File: src/rtl/cdp_pkg.sv
// Package: address map constants shared by the way-mask selector.
// Assumes a 32-bit register address space.
package cdp_pkg;
    localparam logic [31:0] CFG_ADDR  = 32'h0000_0C81;
    localparam logic [31:0] MASK_BASE = 32'h0000_0C90;
endpackage

File: src/rtl/cdp_addr_decode.sv
// Address decode: classifies a register address as mode control, mask
// register (with its index) or unmapped. Assumes NUM_MASKS is a power of two.
module cdp_addr_decode #(
    parameter int ADDR_W    = 32,
    parameter int NUM_MASKS = 16,
    localparam int IDX_W    = $clog2(NUM_MASKS)
) (
    input  logic [ADDR_W-1:0] addr_i,
    output logic              hit_cfg_o,
    output logic              hit_mask_o,
    output logic [IDX_W-1:0]  idx_o
);
    import cdp_pkg::*;

    localparam logic [ADDR_W-1:0] CFG_A  = ADDR_W'(CFG_ADDR);
    localparam logic [ADDR_W-1:0] BASE_A = ADDR_W'(MASK_BASE);
    localparam logic [ADDR_W-1:0] LAST_A = BASE_A + ADDR_W'(NUM_MASKS - 1);

    // Range compare for the two mapped regions.
    always_comb begin
        hit_cfg_o  = (addr_i == CFG_A);
        hit_mask_o = (addr_i >= BASE_A) && (addr_i <= LAST_A);
        idx_o      = IDX_W'(addr_i - BASE_A);
    end
endmodule

File: src/rtl/cdp_mask_check.sv
// Mask shape check: accepts a write value only if it is a nonzero run of
// contiguous ones that lies entirely within the low MASK_W bits.
module cdp_mask_check #(
    parameter int DATA_W = 64,
    parameter int MASK_W = 20
) (
    input  logic [DATA_W-1:0] value_i,
    output logic              ok_o
);
    logic [MASK_W-1:0] low;
    logic [MASK_W-1:0] filled;
    logic [MASK_W:0]   ext;
    logic              high_clear;

    // Fill the zeros below the lowest set bit, then test that the result is 2^k-1.
    always_comb begin
        low        = value_i[MASK_W-1:0];
        high_clear = (value_i[DATA_W-1:MASK_W] == '0);
        filled     = low | (low - MASK_W'(1));
        ext        = {1'b0, filled};
        ok_o       = high_clear && (low != '0) && (((ext + (MASK_W+1)'(1)) & ext) == '0);
    end
endmodule

File: src/rtl/cdp_reg_bank.sv
// Register bank: holds the capacity masks and the mode bit. It applies
// accepted writes, builds the combinational read value and flags errors.
// Assumes decode and shape check are provided by sibling blocks.
module cdp_reg_bank #(
    parameter int DATA_W    = 64,
    parameter int NUM_MASKS = 16,
    parameter int MASK_W    = 20,
    localparam int IDX_W    = $clog2(NUM_MASKS)
) (
    input  logic                               clk,
    input  logic                               rst_n,
    input  logic                               wr_en,
    input  logic                               rd_en,
    input  logic                               hit_cfg_i,
    input  logic                               hit_mask_i,
    input  logic [IDX_W-1:0]                   idx_i,
    input  logic                               shape_ok_i,
    input  logic [MASK_W-1:0]                  wmask_i,
    output logic [DATA_W-1:0]                  rdata_o,
    output logic                               err_o,
    output logic [NUM_MASKS-1:0][MASK_W-1:0]   masks_o,
    output logic                               mode_o
);
    logic [NUM_MASKS-1:0][MASK_W-1:0] masks_q;
    logic                             mode_q;
    logic                             unmapped;

    assign unmapped = !hit_cfg_i && !hit_mask_i;

    // State update: reset to full masks, mode off; take legal writes only.
    always_ff @(posedge clk) begin
        if (!rst_n) begin
            masks_q <= '1;
            mode_q  <= 1'b0;
        end else if (wr_en) begin
            if (hit_cfg_i)
                mode_q <= wmask_i[0];
            else if (hit_mask_i && shape_ok_i)
                masks_q[idx_i] <= wmask_i;
        end
    end

    // Read mux and error flag, both combinational on the current request.
    always_comb begin
        rdata_o = '0;
        if (rd_en) begin
            if (hit_cfg_i)
                rdata_o = DATA_W'(mode_q);
            else if (hit_mask_i)
                rdata_o = DATA_W'(masks_q[idx_i]);
        end
        err_o = ((rd_en || wr_en) && unmapped) || (wr_en && hit_mask_i && !shape_ok_i);
    end

    assign masks_o = masks_q;
    assign mode_o  = mode_q;

    assert_reset_state_R1: assert property (@(posedge clk)
        !rst_n |=> (masks_q == {NUM_MASKS{ {MASK_W{1'b1}} }}) && !mode_q);

    assert_reject_keeps_R7: assert property (@(posedge clk) disable iff (!rst_n)
        (wr_en && err_o) |=> ($stable(masks_q) && $stable(mode_q)));

    assert_unmapped_reads_zero_R8: assert property (@(posedge clk) disable iff (!rst_n)
        (rd_en && unmapped) |-> (rdata_o == '0 && err_o));

    assert_write_lands_R9: assert property (@(posedge clk) disable iff (!rst_n)
        (wr_en && hit_mask_i && shape_ok_i) |=> (masks_q[$past(idx_i)] == $past(wmask_i)));

    assert_err_needs_access_R10: assert property (@(posedge clk) disable iff (!rst_n)
        err_o |-> (rd_en || wr_en));

    for (genvar g = 0; g < NUM_MASKS; g++) begin : g_shape
        assert_mask_nonzero_R7: assert property (@(posedge clk) disable iff (!rst_n)
            masks_q[g] != '0);
    end
endmodule

File: src/rtl/cdp_way_lookup.sv
// Way lookup: picks the mask for a class and access type. In paired mode,
// data uses the even register and code the odd one; classes beyond half the
// bank fall back to class 0. Assumes NUM_MASKS is a power of two, >= 2.
module cdp_way_lookup #(
    parameter int NUM_MASKS = 16,
    parameter int MASK_W    = 20,
    localparam int IDX_W    = $clog2(NUM_MASKS),
    localparam int HALF     = NUM_MASKS / 2
) (
    input  logic                              clk,
    input  logic                              rst_n,
    input  logic [NUM_MASKS-1:0][MASK_W-1:0]  masks_i,
    input  logic                              mode_i,
    input  logic [IDX_W-1:0]                  cls_i,
    input  logic                              code_i,
    output logic [MASK_W-1:0]                 mask_o,
    output logic                              bad_o
);
    logic [IDX_W-1:0] sel;
    logic             over;

    // Index selection: direct when unpaired, {class, type} when paired.
    always_comb begin
        over = (cls_i >= IDX_W'(HALF));
        if (!mode_i)
            sel = cls_i;
        else if (over)
            sel = IDX_W'(code_i);
        else
            sel = {cls_i[IDX_W-2:0], code_i};
        bad_o  = mode_i && over;
        mask_o = masks_i[sel];
    end

    assert_bad_needs_mode_R4: assert property (@(posedge clk) disable iff (!rst_n)
        !mode_i |-> !bad_o);

    assert_fallback_pair_R6: assert property (@(posedge clk) disable iff (!rst_n)
        bad_o |-> (mask_o == masks_i[code_i ? 1 : 0]));
endmodule

File: src/rtl/cdp_mask_select.sv
// Top: code/data way-mask selector. Joins address decode, write-shape check,
// register bank and lookup. Register reads and lookups are combinational.
module cdp_mask_select #(
    parameter int ADDR_W    = 32,
    parameter int DATA_W    = 64,
    parameter int NUM_MASKS = 16,
    parameter int MASK_W    = 20,
    localparam int IDX_W    = $clog2(NUM_MASKS)
) (
    input  logic              clk,
    input  logic              rst_n,
    input  logic              wr_en,
    input  logic              rd_en,
    input  logic [ADDR_W-1:0] addr,
    input  logic [DATA_W-1:0] wdata,
    output logic [DATA_W-1:0] rdata,
    output logic              err,
    input  logic [IDX_W-1:0]  lk_cls,
    input  logic              lk_code,
    output logic [MASK_W-1:0] lk_mask,
    output logic              lk_bad
);
    logic                             hit_cfg;
    logic                             hit_mask;
    logic [IDX_W-1:0]                 idx;
    logic                             shape_ok;
    logic [NUM_MASKS-1:0][MASK_W-1:0] masks;
    logic                             mode;

    cdp_addr_decode #(.ADDR_W(ADDR_W), .NUM_MASKS(NUM_MASKS)) u_dec (
        .addr_i(addr), .hit_cfg_o(hit_cfg), .hit_mask_o(hit_mask), .idx_o(idx));

    cdp_mask_check #(.DATA_W(DATA_W), .MASK_W(MASK_W)) u_chk (
        .value_i(wdata), .ok_o(shape_ok));

    cdp_reg_bank #(.DATA_W(DATA_W), .NUM_MASKS(NUM_MASKS), .MASK_W(MASK_W)) u_bank (
        .clk(clk), .rst_n(rst_n), .wr_en(wr_en), .rd_en(rd_en),
        .hit_cfg_i(hit_cfg), .hit_mask_i(hit_mask), .idx_i(idx),
        .shape_ok_i(shape_ok), .wmask_i(wdata[MASK_W-1:0]),
        .rdata_o(rdata), .err_o(err), .masks_o(masks), .mode_o(mode));

    cdp_way_lookup #(.NUM_MASKS(NUM_MASKS), .MASK_W(MASK_W)) u_look (
        .clk(clk), .rst_n(rst_n), .masks_i(masks), .mode_i(mode),
        .cls_i(lk_cls), .code_i(lk_code), .mask_o(lk_mask), .bad_o(lk_bad));
endmodule

File: config.mk
export PLATFORM = sky130hd
export DESIGN_NAME = cdp_mask_select
export DESIGN_NICKNAME = d
export VERILOG_FILES = /design/src/rtl/cdp_pkg.sv /design/src/rtl/cdp_addr_decode.sv /design/src/rtl/cdp_mask_check.sv /design/src/rtl/cdp_reg_bank.sv /design/src/rtl/cdp_way_lookup.sv /design/src/rtl/cdp_mask_select.sv
export SDC_FILE = /design/constraint.sdc
export NUM_CORES = 1
export LEC_CHECK = 0
export BUFFER_PORTS_ARGS = -buffer_cell sky130_fd_sc_hd__buf_2
export CORE_UTILIZATION = 50
export DETAILED_ROUTE_END_ITERATION = 6
export PLACE_DENSITY = 0.76
export SKIP_LAST_GASP = 1
export SLEW_MARGIN = 30
export SYNTH_ARGS = -nofsm -noshare
export SYNTH_HDL_FRONTEND = slang
export SYNTH_SLANG_ARGS = --single-unit
File: constraint.sdc
create_clock -name clk -period 3.8 [get_ports clk]
set_input_delay 0.57 -clock clk [delete_from_list [all_inputs] [get_ports clk]]
set_output_delay 0.57 -clock clk [all_outputs]
set_load 0.02 [all_outputs]
== Word-level counts from Yosys, hierarchy flattened ==
Index checks and enable logic that the tools add are counted.

* Bits in registers: 321
* Latch bits: 0
* Memory bits (read-only): 0
* Input port bits: 105
* Memories kept: 0
* RAM bits: 0
* Output and inout port bits: 86
* Logic and storage cells: 62

* Multiply operators: 0
* Equality and inequality tests: 1
* Mux-type cells: 12
* Bitwise operators: 3
* Magnitude comparators: 6
* Reduce and logical (&&, ||, !) cells: 20
* Shift-type cells: 0
* $add $sub $neg: 3
* Div/mod/pow operators: 0

{| class="wikitable"
|+ Operators by type and width
! kind !! number
|-
| 320-bit bitwise mux || 1
|-
| 20-bit binary-select mux with 4-bit select || 2
|-
| 64-bit two-way mux || 2
|-
| 20-bit demux with 4-bit select || 1
|-
| 20-bit two-way mux || 4
|-
| 44-bit zero test || 1
|-
| 32-bit by 12-bit equality test with 1-bit output, second input constant || 1
|-
| 32-bit by 12-bit >= comparator with 1-bit output, second input constant || 1
|-
| 32-bit by 12-bit <= comparator with 1-bit output, second input constant || 1
|-
| 20-bit by 1-bit adder with 21-bit output, second input constant || 1
|-
| 21-bit by 20-bit AND with 21-bit output || 1
|-
| 21-bit zero test || 1
|-
| 20-bit OR || 1
|-
| 20-bit nonzero test || 1
|-
| 20-bit by 1-bit subtractor with 20-bit output, second input constant || 1
|-
| 1-bit logical AND || 10
|-
| 4-bit by 5-bit less-than comparator with 1-bit output, second input constant || 2
|-
| 4-bit two-way mux || 2
|-
| 4-bit by 1-bit >= comparator with 1-bit output, second input constant || 1
|-
| 4-bit >= comparator, second input constant || 1
|-
| 4-bit by 1-bit subtractor with 4-bit output, second input constant || 1
|-
| 1-bit zero test || 3
|-
| 3-bit AND reduction || 1
|-
| 1-bit logical OR || 2
|-
| other kinds (2) || 2
|}

== Longest topological paths before layout ==
Gate-level depths: netlist of the first run.

* Word-level depth: 9
* Mapped depth: 12
* Mapped depth without buffers: 7

== Modules after synthesis ==
A second synthesis of the first run with hierarchy kept.

* Cells, all modules: 2,053
* Area, all modules: 17,501.8 sq um

{| class="wikitable"
|+ Modules (own cells, without submodules)
! module !! area an instance (sq um) !! seq. area each (sq um) !! cells each !! instances
|-
| cdp_reg_bank || 14,525.2 || 6,426.2 || 1,699 || 1
|-
| cdp_way_lookup || 2,352.3 || 0.0 || 262 || 1
|-
| cdp_mask_check || 460.4 || 0.0 || 70 || 1
|-
| cdp_addr_decode || 163.9 || 0.0 || 22 || 1
|}

== Least setup slack after synthesis of the first run ==
Ideal clock, no wire load.

* Path kind: input to output
* Start point: input port addr[0]
* End point: output port rdata[10]
* Setup slack: 0.068 ns
* Stages: 6
* Path buffers: 3
* Data required time: 3.230 ns
* Arrival: 3.162 ns
* Path through: clkbuf_1 > clkbuf_1 > buf_1 > mux4_2 > mux4_2 > nor2b_1

* Cells in the longest elaborated chain, start to end: 6
* Elaborated cells between the ends (all ways): 10
* Classes of those cells: 1 x add/sub; 2 x order compare; 1 x eq/ne; 5 x mux; 1 x reduce/logical

{| class="wikitable"
|+ Ends and longest elaborated chain
! what !! RTL line !! source
|-
| start: declaration || cdp_mask_select.sv:14 || <nowiki>input logic [ADDR_W-1:0] addr,</nowiki>
|-
| 4-bit by 1-bit subtractor with 4-bit output || cdp_addr_decode.sv:23 || <nowiki>idx_o = IDX_W'(addr_i - BASE_A);</nowiki>
|-
| 20-bit binary-select mux with 4-bit select || cdp_reg_bank.sv:50 || <nowiki>rdata_o = DATA_W'(masks_q[idx_i]);</nowiki>
|-
| 20-bit two-way mux (implied by the code) || cdp_reg_bank.sv:50 ||
|-
| 20-bit two-way mux || cdp_reg_bank.sv:49 || <nowiki>else if (hit_mask_i)</nowiki>
|-
| 64-bit two-way mux * || cdp_reg_bank.sv:47 || <nowiki>if (hit_cfg_i)</nowiki>
|-
| 64-bit two-way mux * || cdp_reg_bank.sv:46 || <nowiki>if (rd_en) begin</nowiki>
|-
| end: declaration || cdp_mask_select.sv:16 || <nowiki>output logic [DATA_W-1:0] rdata,</nowiki>
|}

Mark *: on every way between the ends. The rest lies on a longest branch, timed or not. The select of a mux whose other input is x is not followed.

== Final worst setup path of the first run ==
* Start point: register u_bank.mode_q, in the netlist u_bank.mode_o
* End point: output port lk_mask[19]

* Cells in the longest elaborated chain, start to end: 3

{| class="wikitable"
|+ Ends and longest elaborated chain
! what !! RTL line !! source
|-
| start: declaration || cdp_reg_bank.sv:25 || <nowiki>logic mode_q;</nowiki>
|-
| start signal: assignment || cdp_reg_bank.sv:37 || <nowiki>mode_q <= wmask_i[0];</nowiki>
|-
| 4-bit two-way mux || cdp_way_lookup.sv:25 || <nowiki>if (!mode_i)</nowiki>
|-
| 20-bit binary-select mux with 4-bit select || cdp_way_lookup.sv:32 || <nowiki>mask_o = masks_i[sel];</nowiki>
|-
| 20-bit two-way mux (implied by the code) || cdp_way_lookup.sv:32 ||
|-
| end: declaration || cdp_mask_select.sv:20 || <nowiki>output logic [MASK_W-1:0] lk_mask,</nowiki>
|}

No other way between the ends. The select of a mux whose other input is x is not followed.

==> results of run 1 <==
[layer usage]
metal | part of all wire | up-vias | GRT usage
met2 | 0.47 | 700 | 0.445
met4 | 0.044 | 0 | 0.125
met3 | 0.077 | 149 | 0.0461
met1 | 0.41 | 7428 | 0.364
li1 | - | 7022 | -
met5 | 0 | - | 0
[per-stage QoR]
stage                     area (um^2)  setup WS, ns  utilization  total power, mW
after detailed placement        20100        0.0619        0.535             4.28
after global routing            21200        0.0715        0.565             7.79
after CTS                       21200        0.0365        0.564             7.58
after global placement          20100         0.159        0.534             4.27
final                           21200         0.177        0.565             7.55
after floorplan                 19200        0.0684            -             4.03
[worst register-to-register path, cell delays in order, from the launching register on]
cell and delay [ns]:
dfxtp_2 0.46, mux2i_1 0.11, nor2b_1 0.10
[final cells by class]
| class | instances | area share |
|---|---|---|
| sequential | 321 | 0.303 |
| tap | 511 | 0.0301 |
| inverter | 5 | 0.000884 |
| timing repair buffer | 227 | 0.0726 |
| clock inverter | 11 | 0.00542 |
| multi-input combinational | 1432 | 0.542 |
| clock buffer | 46 | 0.0465 |
| antenna | 1 | 0.000118 |
[registers in the layout, summed over array words and instances (netlist names)]
register and flops:
u_bank.masks_o 320, u_bank.mode_o 1
[final timing paths]
path / cells past startpoint / endpoint / slack, ns
hold / removal: 3 / u_bank.mode_o / 0.41
setup reg to reg: 2 / u_bank.mode_o / 3.06
setup / recovery: 9 / lk_mask[19] / 0.18
hold reg to reg: 2 / u_bank.masks_o[122] / 0.54
[cell usage after synthesis, types with 2 or more instances]
master,n,area share
nor2b_1,361,0.12
mux2i_1,322,0.17
dfxtp_1,321,0.34
nand2_1,183,0.036
clkbuf_1,175,0.035
a211oi_1,102,0.040
mux4_2,100,0.12
and2_1,83,0.027
a21oi_1,47,0.012
buf_4,44,0.017
a31oi_1,41,0.013
a311oi_1,40,0.018
nor2_1,21,0.0041
or4_1,19,0.0075
buf_2,17,0.0045
buf_6,17,0.010
nor4_1,15,0.0049
buf_1,13,0.0026
nand2b_1,7,0.0023
nand4_1,6,0.0020
nor3_1,6,0.0016
inv_1,5,0.00099
o211ai_1,4,0.0016
or3_1,3,0.00099
and3_1,2,0.00066
nand3_1,2,0.00053
nor4b_1,2,0.00092
o22ai_1,2,0.00066
o2bb2ai_1,2,0.00092
o31ai_1,2,0.00079
[what timing repair did]
item | CTS | global route
setup endpoints to repair | 0 | 8
setup buffers | 0 | 5
resized for setup | 0 | 2
[cell families (layout without fill, tap and decap cells)]
logic type / after synthesis / in the layout / synth area share
DFF: 321 / 321 / 0.338
AOI/OAI and AO/OA: 249 / 249 / 0.0921
buffers and inverters: 271 / 289 / 0.0700
other: 1 / 45 / 0.000197
and+or+nand+nor: 716 / 716 / 0.211
muxes: 423 / 423 / 0.289
[power by group]
| part | switching (mW) | total (mW) | internal [mW] |
|---|---|---|---|
| clock | 1.37 | 3.33 | 1.96 |
| combinational | 0.536 | 0.856 | 0.320 |
| sequential | 0.00000000000732 | 3.36 | 3.36 |
| total | 1.91 | 7.55 | 5.64 |
==> impl_metrics.env, run 1 <==
export IMPL_worstHoldStart="wdata[0]"
export IMPL_wl_per_cell_um=21.0
export IMPL_multi_input_area_um2=11500
export IMPL_crit_type="reg2out"
export IMPL_drt_iter0_drc=1565
export IMPL_root_buffer="clkbuf_16"
export IMPL_grt_overflow=0
export IMPL_start_util=0.506
export IMPL_num_io_pins=191
export IMPL_viasPerCell=5.99
export IMPL_detail_route_antenna_nets=0
export IMPL_fillers=3126
export IMPL_grt_antenna_before_repair=1
export IMPL_timing_fmax_mhz=276
export IMPL_crit_path_start_kind="flip-flop"
export IMPL_die_h_um=197
export IMPL_worst_pin_slew_ns=0.897
export IMPL_fin_skew_ns=0
export IMPL_cp_startpoint="u_bank.mode_o"
export IMPL_cp_max_fo=46
export IMPL_clockBufferDepth=3
export IMPL_port_buffers=146
export IMPL_end_kind="output port"
export IMPL_dpl_cell_count=2491
export IMPL_path_clk_slew_ns=0.05
export IMPL_relSlewSlack=0.402
export IMPL_avgSynthCellArea_um2=9.60
export IMPL_grt_pass1_vias=15002
export IMPL_die_x_um=197
export IMPL_synth_edff_count=0
export IMPL_yosys_warnings=0
export IMPL_cts_tree="done"
export IMPL_hpwl_um=34400
export IMPL_finalHoldViolations=0
export IMPL_hp_class="in2reg"
export IMPL_crit_slowest_cell="dfxtp_2"
export IMPL_powerDensity_nw_per_um2=356
export IMPL_cts_hold_buf=0
export IMPL_synth_seq_cells=321
export IMPL_crit_path_max_incr_delay_ns=0.46
export IMPL_ir_drop_mv=0.285
export IMPL_synthesis_area_um2=19000
export IMPL_drv_slew=0
export IMPL_critPathBufInv=3
export IMPL_max_cap_violations=0
export IMPL_crit_required_ns=3.23
export IMPL_worst_ep_arrival_time_ns=3.05
export IMPL_grt_pass1_wl_um=84100
export IMPL_synth_cell_types=47
export IMPL_final_cell_mix="353 x nor2b_1, 321 x mux2i_1, 320 x dfxtp_1"
export IMPL_synth_async_sr_flop_share=0
export IMPL_setup_viol=0
export IMPL_path_cells="mux2i_4 -> buf_12 -> buf_12 -> and2_1 -> a211oi_1 -> a311oi_1 -> a21oi_1 -> a21oi_1 -> buf_2"
export IMPL_die_area_um2=38800
export IMPL_numCtsBuffers=34
export IMPL_yosysSeqAreaShare=0.338
export IMPL_leakagePower_nw=9.54
export IMPL_postSynthCellCount=1981
export IMPL_status="finished, final reports clean"
export IMPL_register_area_um2=6430
export IMPL_area_growth_pct=11.7
export IMPL_grt_max_degree=107
export IMPL_clkSinkCount=321
export IMPL_min_period_ns=3.62
export IMPL_cp_top_family="compound AO/OA/AOI/OAI gates"
export IMPL_layout_nets=2126
export IMPL_vias=15299
export IMPL_synth_flop_cell="dfxtp_1"
export IMPL_final_common_cell="nor2b_1"
export IMPL_fin_crit_sh=0.953
export IMPL_finalNonFillerCells=2554
export IMPL_rows=71
export IMPL_grt_usage=0.276
export IMPL_rsz0062_at_grt="no"
export IMPL_core_area_um2=37600
export IMPL_routed_wl_um=53700
export IMPL_clk_latency_ns=0.51
export IMPL_tns_ns=0
export IMPL_hold_ws_ns=0.408
export IMPL_htreeDepth=2
export IMPL_drtPass1Iterations=6
export IMPL_timing_rr_start="u_bank.mode_o"
export IMPL_gp_congestion=0.895
export IMPL_drc=0
export IMPL_drive_gt1_frac=0.195
Power figures use the tool's default switching activity.
==> run 2, diff against run 1 <==
--- a/config.mk
+++ b/config.mk
@@ -6,9 +6,9 @@
 export NUM_CORES = 1
 export LEC_CHECK = 0
 export BUFFER_PORTS_ARGS = -buffer_cell sky130_fd_sc_hd__buf_2
-export CORE_UTILIZATION = 50
+export CORE_UTILIZATION = 35
 export DETAILED_ROUTE_END_ITERATION = 6
-export PLACE_DENSITY = 0.76
+export PLACE_DENSITY = 0.58
 export SKIP_LAST_GASP = 1
 export SLEW_MARGIN = 30
 export SYNTH_ARGS = -nofsm -noshare
==> run 2 against run 1 <==
  * Clock power is 7.8% higher
  * Clock skew stayed put
  * Worst setup slack worse by 0.0044 ns
  * Routed wire length is 8.2% higher
  * Highest routed layer unchanged
==> impl_metrics.env, run 2 (synthesized netlist as in run 1, its figures left out) <==
export IMPL_area_growth_pct=14.2
export IMPL_drv_slew=0
export IMPL_setup_viol=0
export IMPL_final_common_cell="nor2b_1"
export IMPL_grt_overflow=0
export IMPL_wl_per_cell_um=21.2
export IMPL_crit_path_start_kind="flip-flop"
export IMPL_final_cell_mix="357 x nor2b_1, 321 x mux2i_1, 320 x dfxtp_1"
export IMPL_worst_pin_slew_ns=1.00
export IMPL_detail_route_antenna_nets=0
export IMPL_cts_hold_buf=0
export IMPL_core_area_um2=53700
export IMPL_placed_cell_area_um2=20500
export IMPL_critPathBufInv=3
export IMPL_num_io_pins=191
export IMPL_post_cts_buffers=0
export IMPL_crit_slowest_cell="a311oi_1"
export IMPL_hpwl_um=38400
export IMPL_cp_top_family="compound AO/OA/AOI/OAI gates"
export IMPL_grt_antenna_before_repair=0
export IMPL_drc=0
export IMPL_worst_ep_arrival_time_ns=3.06
export IMPL_ir_drop_mv=0.201
export IMPL_min_period_ns=3.63
export IMPL_dp_slack_ns=0.126
export IMPL_grt_pass1_vias=14817
export IMPL_clockBufferDepth=3
export IMPL_drtPass1Iterations=5
export IMPL_cts_tree="done"
export IMPL_finalPower_mw=7.84
export IMPL_crit_required_ns=3.23
export IMPL_hold_ws_ns=0.392
export IMPL_diodes=0
export IMPL_rows=85
export IMPL_die_h_um=235
export IMPL_finalNonFillerCells=2748
export IMPL_final_area_um2=21700
export IMPL_drive_gt1_frac=0.205
export IMPL_crit_path_max_incr_delay_ns=0.54
export IMPL_htreeDepth=2
export IMPL_die_area_um2=55300
export IMPL_register_area_um2=6430
export IMPL_powerDensity_nw_per_um2=361
export IMPL_hp_class="in2reg"
export IMPL_gp_congestion=0.878
export IMPL_fillers=5078
export IMPL_grt_usage=0.207
export IMPL_routed_wl_um=58200
export IMPL_finalHoldViolations=0
export IMPL_port_buffers=146
export IMPL_fin_skew_ns=0
export IMPL_fin_util=0.404
export IMPL_path_clk_slew_ns=0.06
export IMPL_root_buffer="clkbuf_16"
export IMPL_path_cells="mux2i_4 -> buf_12 -> buf_12 -> and2_1 -> a211oi_1 -> a311oi_1 -> a21oi_1 -> a21oi_1 -> buf_2"
export IMPL_viasPerCell=5.49
export IMPL_layout_nets=2132
export IMPL_vias=15076
export IMPL_relSlewSlack=0.330
export IMPL_clkSinkCount=321
export IMPL_tns_ns=0
export IMPL_max_cap_violations=0
export IMPL_timing_fmax_mhz=276
export IMPL_leakagePower_nw=9.66
export IMPL_rsz0062_at_grt="no"
export IMPL_die_x_um=235
export IMPL_fin_crit_sh=0.955
export IMPL_drt_iter0_drc=1109
export IMPL_end_kind="output port"
export IMPL_finalWorstSetupSlack_ns=0.172
export IMPL_grt_max_degree=118
export IMPL_cp_max_fo=56
export IMPL_start_util=0.354
export IMPL_dpl_cell_count=2684
export IMPL_crit_type="reg2out"
export IMPL_grt_pass1_wl_um=89900
export IMPL_multi_input_area_um2=11500
export IMPL_largest_reg_flops=320
export IMPL_numCtsBuffers=36
export IMPL_clk_latency_ns=0.52
export IMPL_status="finished, final reports clean"
==> run 2: final cells by class <==
type                       instances  area share
sequential                       321       0.296
clock inverter                    15     0.00818
clock buffer                      48      0.0468
tap                              696      0.0401
timing repair buffer             231      0.0769
inverter                           5    0.000864
multi-input combinational       1432       0.531
==> run 2: what timing repair did <==
| action | in CTS | in global routing |
|---|---|---|
| setup endpoints to repair | 16 | 5 |
| cloned | 0 | 0 |
| hold endpoints to repair | 0 | 0 |
| gates resized for setup | 1 | 4 |
==> run 2: routing by layer <==
metal	vias up	GRT usage	part of all wire	wire (um)
met4	0	0.0622	0.025	1450
met1	7427	0.284	0.45	26000
met5	-	0	0	0
met2	528	0.338	0.47	27300
li1	7025	-	-	-
met3	96	0.0291	0.059	3430
==> run 2: final timing paths <==
kind,slack [ns],end,cells after the start,start
min reg2reg,0.54,u_bank.masks_o[135],2,u_bank.masks_o[135]
max reg2reg,3.02,u_bank.mode_o,2,u_bank.mode_o
min,0.39,u_bank.mode_o,3,wdata[0]
max,0.17,lk_mask[5],9,u_bank.mode_o
==> run 2: tightest hold or removal path: cells and delay by family <==
family,cells,cell delay (ns)
buffers and inverters,1,0.14
muxes,1,0.08
and+or+nand+nor,1,0.09
==> run 2: report_power, final <==
part	leakage (nW)	switching (mW)	internal [mW]
Combinational	6.47	0.560	0.324
Clock	0.595	1.44	2.15
Sequential	2.60	0.00000000000864	3.36
==> run 3, diff against run 2 <==
--- a/config.mk
+++ b/config.mk
@@ -5,10 +5,10 @@
 export SDC_FILE = /design/constraint.sdc
 export NUM_CORES = 1
 export LEC_CHECK = 0
-export BUFFER_PORTS_ARGS = -buffer_cell sky130_fd_sc_hd__buf_2
 export CORE_UTILIZATION = 35
 export DETAILED_ROUTE_END_ITERATION = 6
-export PLACE_DENSITY = 0.58
+export DONT_BUFFER_PORTS = 1
+export PLACE_DENSITY = 0.55
 export SKIP_LAST_GASP = 1
 export SLEW_MARGIN = 30
 export SYNTH_ARGS = -nofsm -noshare
==> run 3 against run 2 <==
  * Combinational power shrank 23%
  * Final area fell by 3.1%
  * Core utilization shrank 1.3 points
  * Critical path depth grew 1
  * Die area unchanged
  * Register-to-register slack improved by 0.05 ns
  * Routed wire length is 1.3% higher
  * First-iteration DRC count is 5.0% higher
  * Maximum frequency shrank 0.75%
  * Global-route usage increased by 0.11 points
  * Largest cell class unchanged
  * Highest routed layer unchanged
==> impl_metrics.env, run 3 (synthesized netlist as in run 1, its figures left out) <==
export IMPL_fillers=5131
export IMPL_timing_fmax_mhz=274
export IMPL_grt_pass1_wl_um=89000
export IMPL_final_cell_mix="351 x nor2b_1, 321 x mux2i_1, 320 x dfxtp_1"
export IMPL_die_h_um=235
export IMPL_port_buffers=0
export IMPL_setup_viol=0
export IMPL_gp_congestion=0.847
export IMPL_start_util=0.354
export IMPL_cp_max_fo=61
export IMPL_grt_antenna_before_repair=4
export IMPL_drt_iter0_drc=1165
export IMPL_end_kind="output port"
export IMPL_drtPass1Iterations=5
export IMPL_detail_route_antenna_nets=0
export IMPL_rows=85
export IMPL_final_common_cell="nor2b_1"
export IMPL_largest_reg_flops=320
export IMPL_min_period_ns=3.66
export IMPL_viasPerCell=5.56
export IMPL_cts_resized=1
export IMPL_worst_ep_arrival_time_ns=3.09
export IMPL_clkSinkCount=321
export IMPL_crit_path_start_kind="flip-flop"
export IMPL_fin_crit_sh=0.962
export IMPL_leakagePower_nw=9.12
export IMPL_area_growth_pct=10.6
export IMPL_layout_nets=2004
export IMPL_grt_max_degree=342
export IMPL_relSlewSlack=0.382
export IMPL_post_cts_buffers=0
export IMPL_grt_usage=0.208
export IMPL_multi_input_area_um2=11500
export IMPL_powerDensity_nw_per_um2=362
export IMPL_finalHoldViolations=0
export IMPL_clockBufferDepth=3
export IMPL_drive_gt1_frac=0.153
export IMPL_register_area_um2=6430
export IMPL_dpl_cell_count=2557
export IMPL_numCtsBuffers=36
export IMPL_fin_skew_ns=0
export IMPL_tns_ns=0
export IMPL_vias=14601
export IMPL_drc=0
export IMPL_grt_overflow=0
export IMPL_crit_required_ns=3.23
export IMPL_cts_hold_buf=0
export IMPL_max_cap_violations=0
export IMPL_finalNonFillerCells=2625
export IMPL_htreeDepth=2
export IMPL_cts_tree="done"
export IMPL_crit_type="reg2out"
export IMPL_clk_latency_ns=0.55
export IMPL_ir_drop_mv=0.217
export IMPL_finalPower_mw=7.61
export IMPL_worst_pin_slew_ns=0.923
export IMPL_die_x_um=235
export IMPL_drv_slew=0
export IMPL_core_area_um2=53700
export IMPL_path_clk_slew_ns=0.06
export IMPL_hp_class="in2reg"
export IMPL_num_io_pins=191
export IMPL_routed_wl_um=58900
export IMPL_status="finished, final reports clean"
export IMPL_fin_util=0.392
export IMPL_rsz0062_at_grt="no"
export IMPL_wl_per_cell_um=22.4
export IMPL_grt_pass1_vias=14602
export IMPL_hpwl_um=35600
export IMPL_root_buffer="clkbuf_16"
export IMPL_die_area_um2=55300
[run 3: per-stage QoR]
stage / instance area (um^2) / hold slack (ns) / setup WS (ns)
after floorplan: 19200 / 0.495 / 0.0684
after global placement: 19800 / 0.509 / 0.162
after detailed placement: 19800 / 0.520 / 0.169
after CTS: 21000 / 0.184 / 0.134
after global routing: 21000 / 0.191 / 0.0432
final: 21000 / 0.193 / 0.145
[run 3: critical path, stage by stage (launching register included)]
cell and delay, ns:
dfxtp_2 0.45, mux2i_4 0.29, buf_12 0.29, buf_12 0.32, and2_1 0.17, a211oi_1 0.04
a311oi_1 0.30, a211oi_1 0.09, a21oi_1 0.22, buf_4 0.17, buf_4 0.14
[run 3: path summary, 6_finish.rpt]
path,startpoint,end,slack [ns],cells past startpoint
min,wdata[0],u_bank.mode_o,0.19,2
min reg2reg,u_bank.masks_o[120],u_bank.masks_o[120],0.53,2
max reg2reg,u_bank.mode_o,u_bank.mode_o,3.07,2
max,u_bank.mode_o,lk_mask[12],0.14,10
[run 3: cell type report]
type / instances / share of cell area
flip-flops and latches: 321 / 0.306
multi-input cells: 1432 / 0.549
well taps: 696 / 0.0414
repair buffers: 103 / 0.0469
inverters: 5 / 0.000892
diodes: 4 / 0.000476
clock buffers: 53 / 0.0507
clock inverters: 11 / 0.00559
[run 3: where the power goes]
group          internal, mW     switching, mW
Sequential             3.36  0.00000000000704
Combinational         0.286             0.394
Clock                  2.08              1.48
Total                  5.74              1.87
[run 3: per-layer routing]
metal  global-route usage  wire length (um)
met5                    0                 0
met3               0.0314              2990
met1                0.275             26000
met2                0.336             27400
met4               0.0953              2570
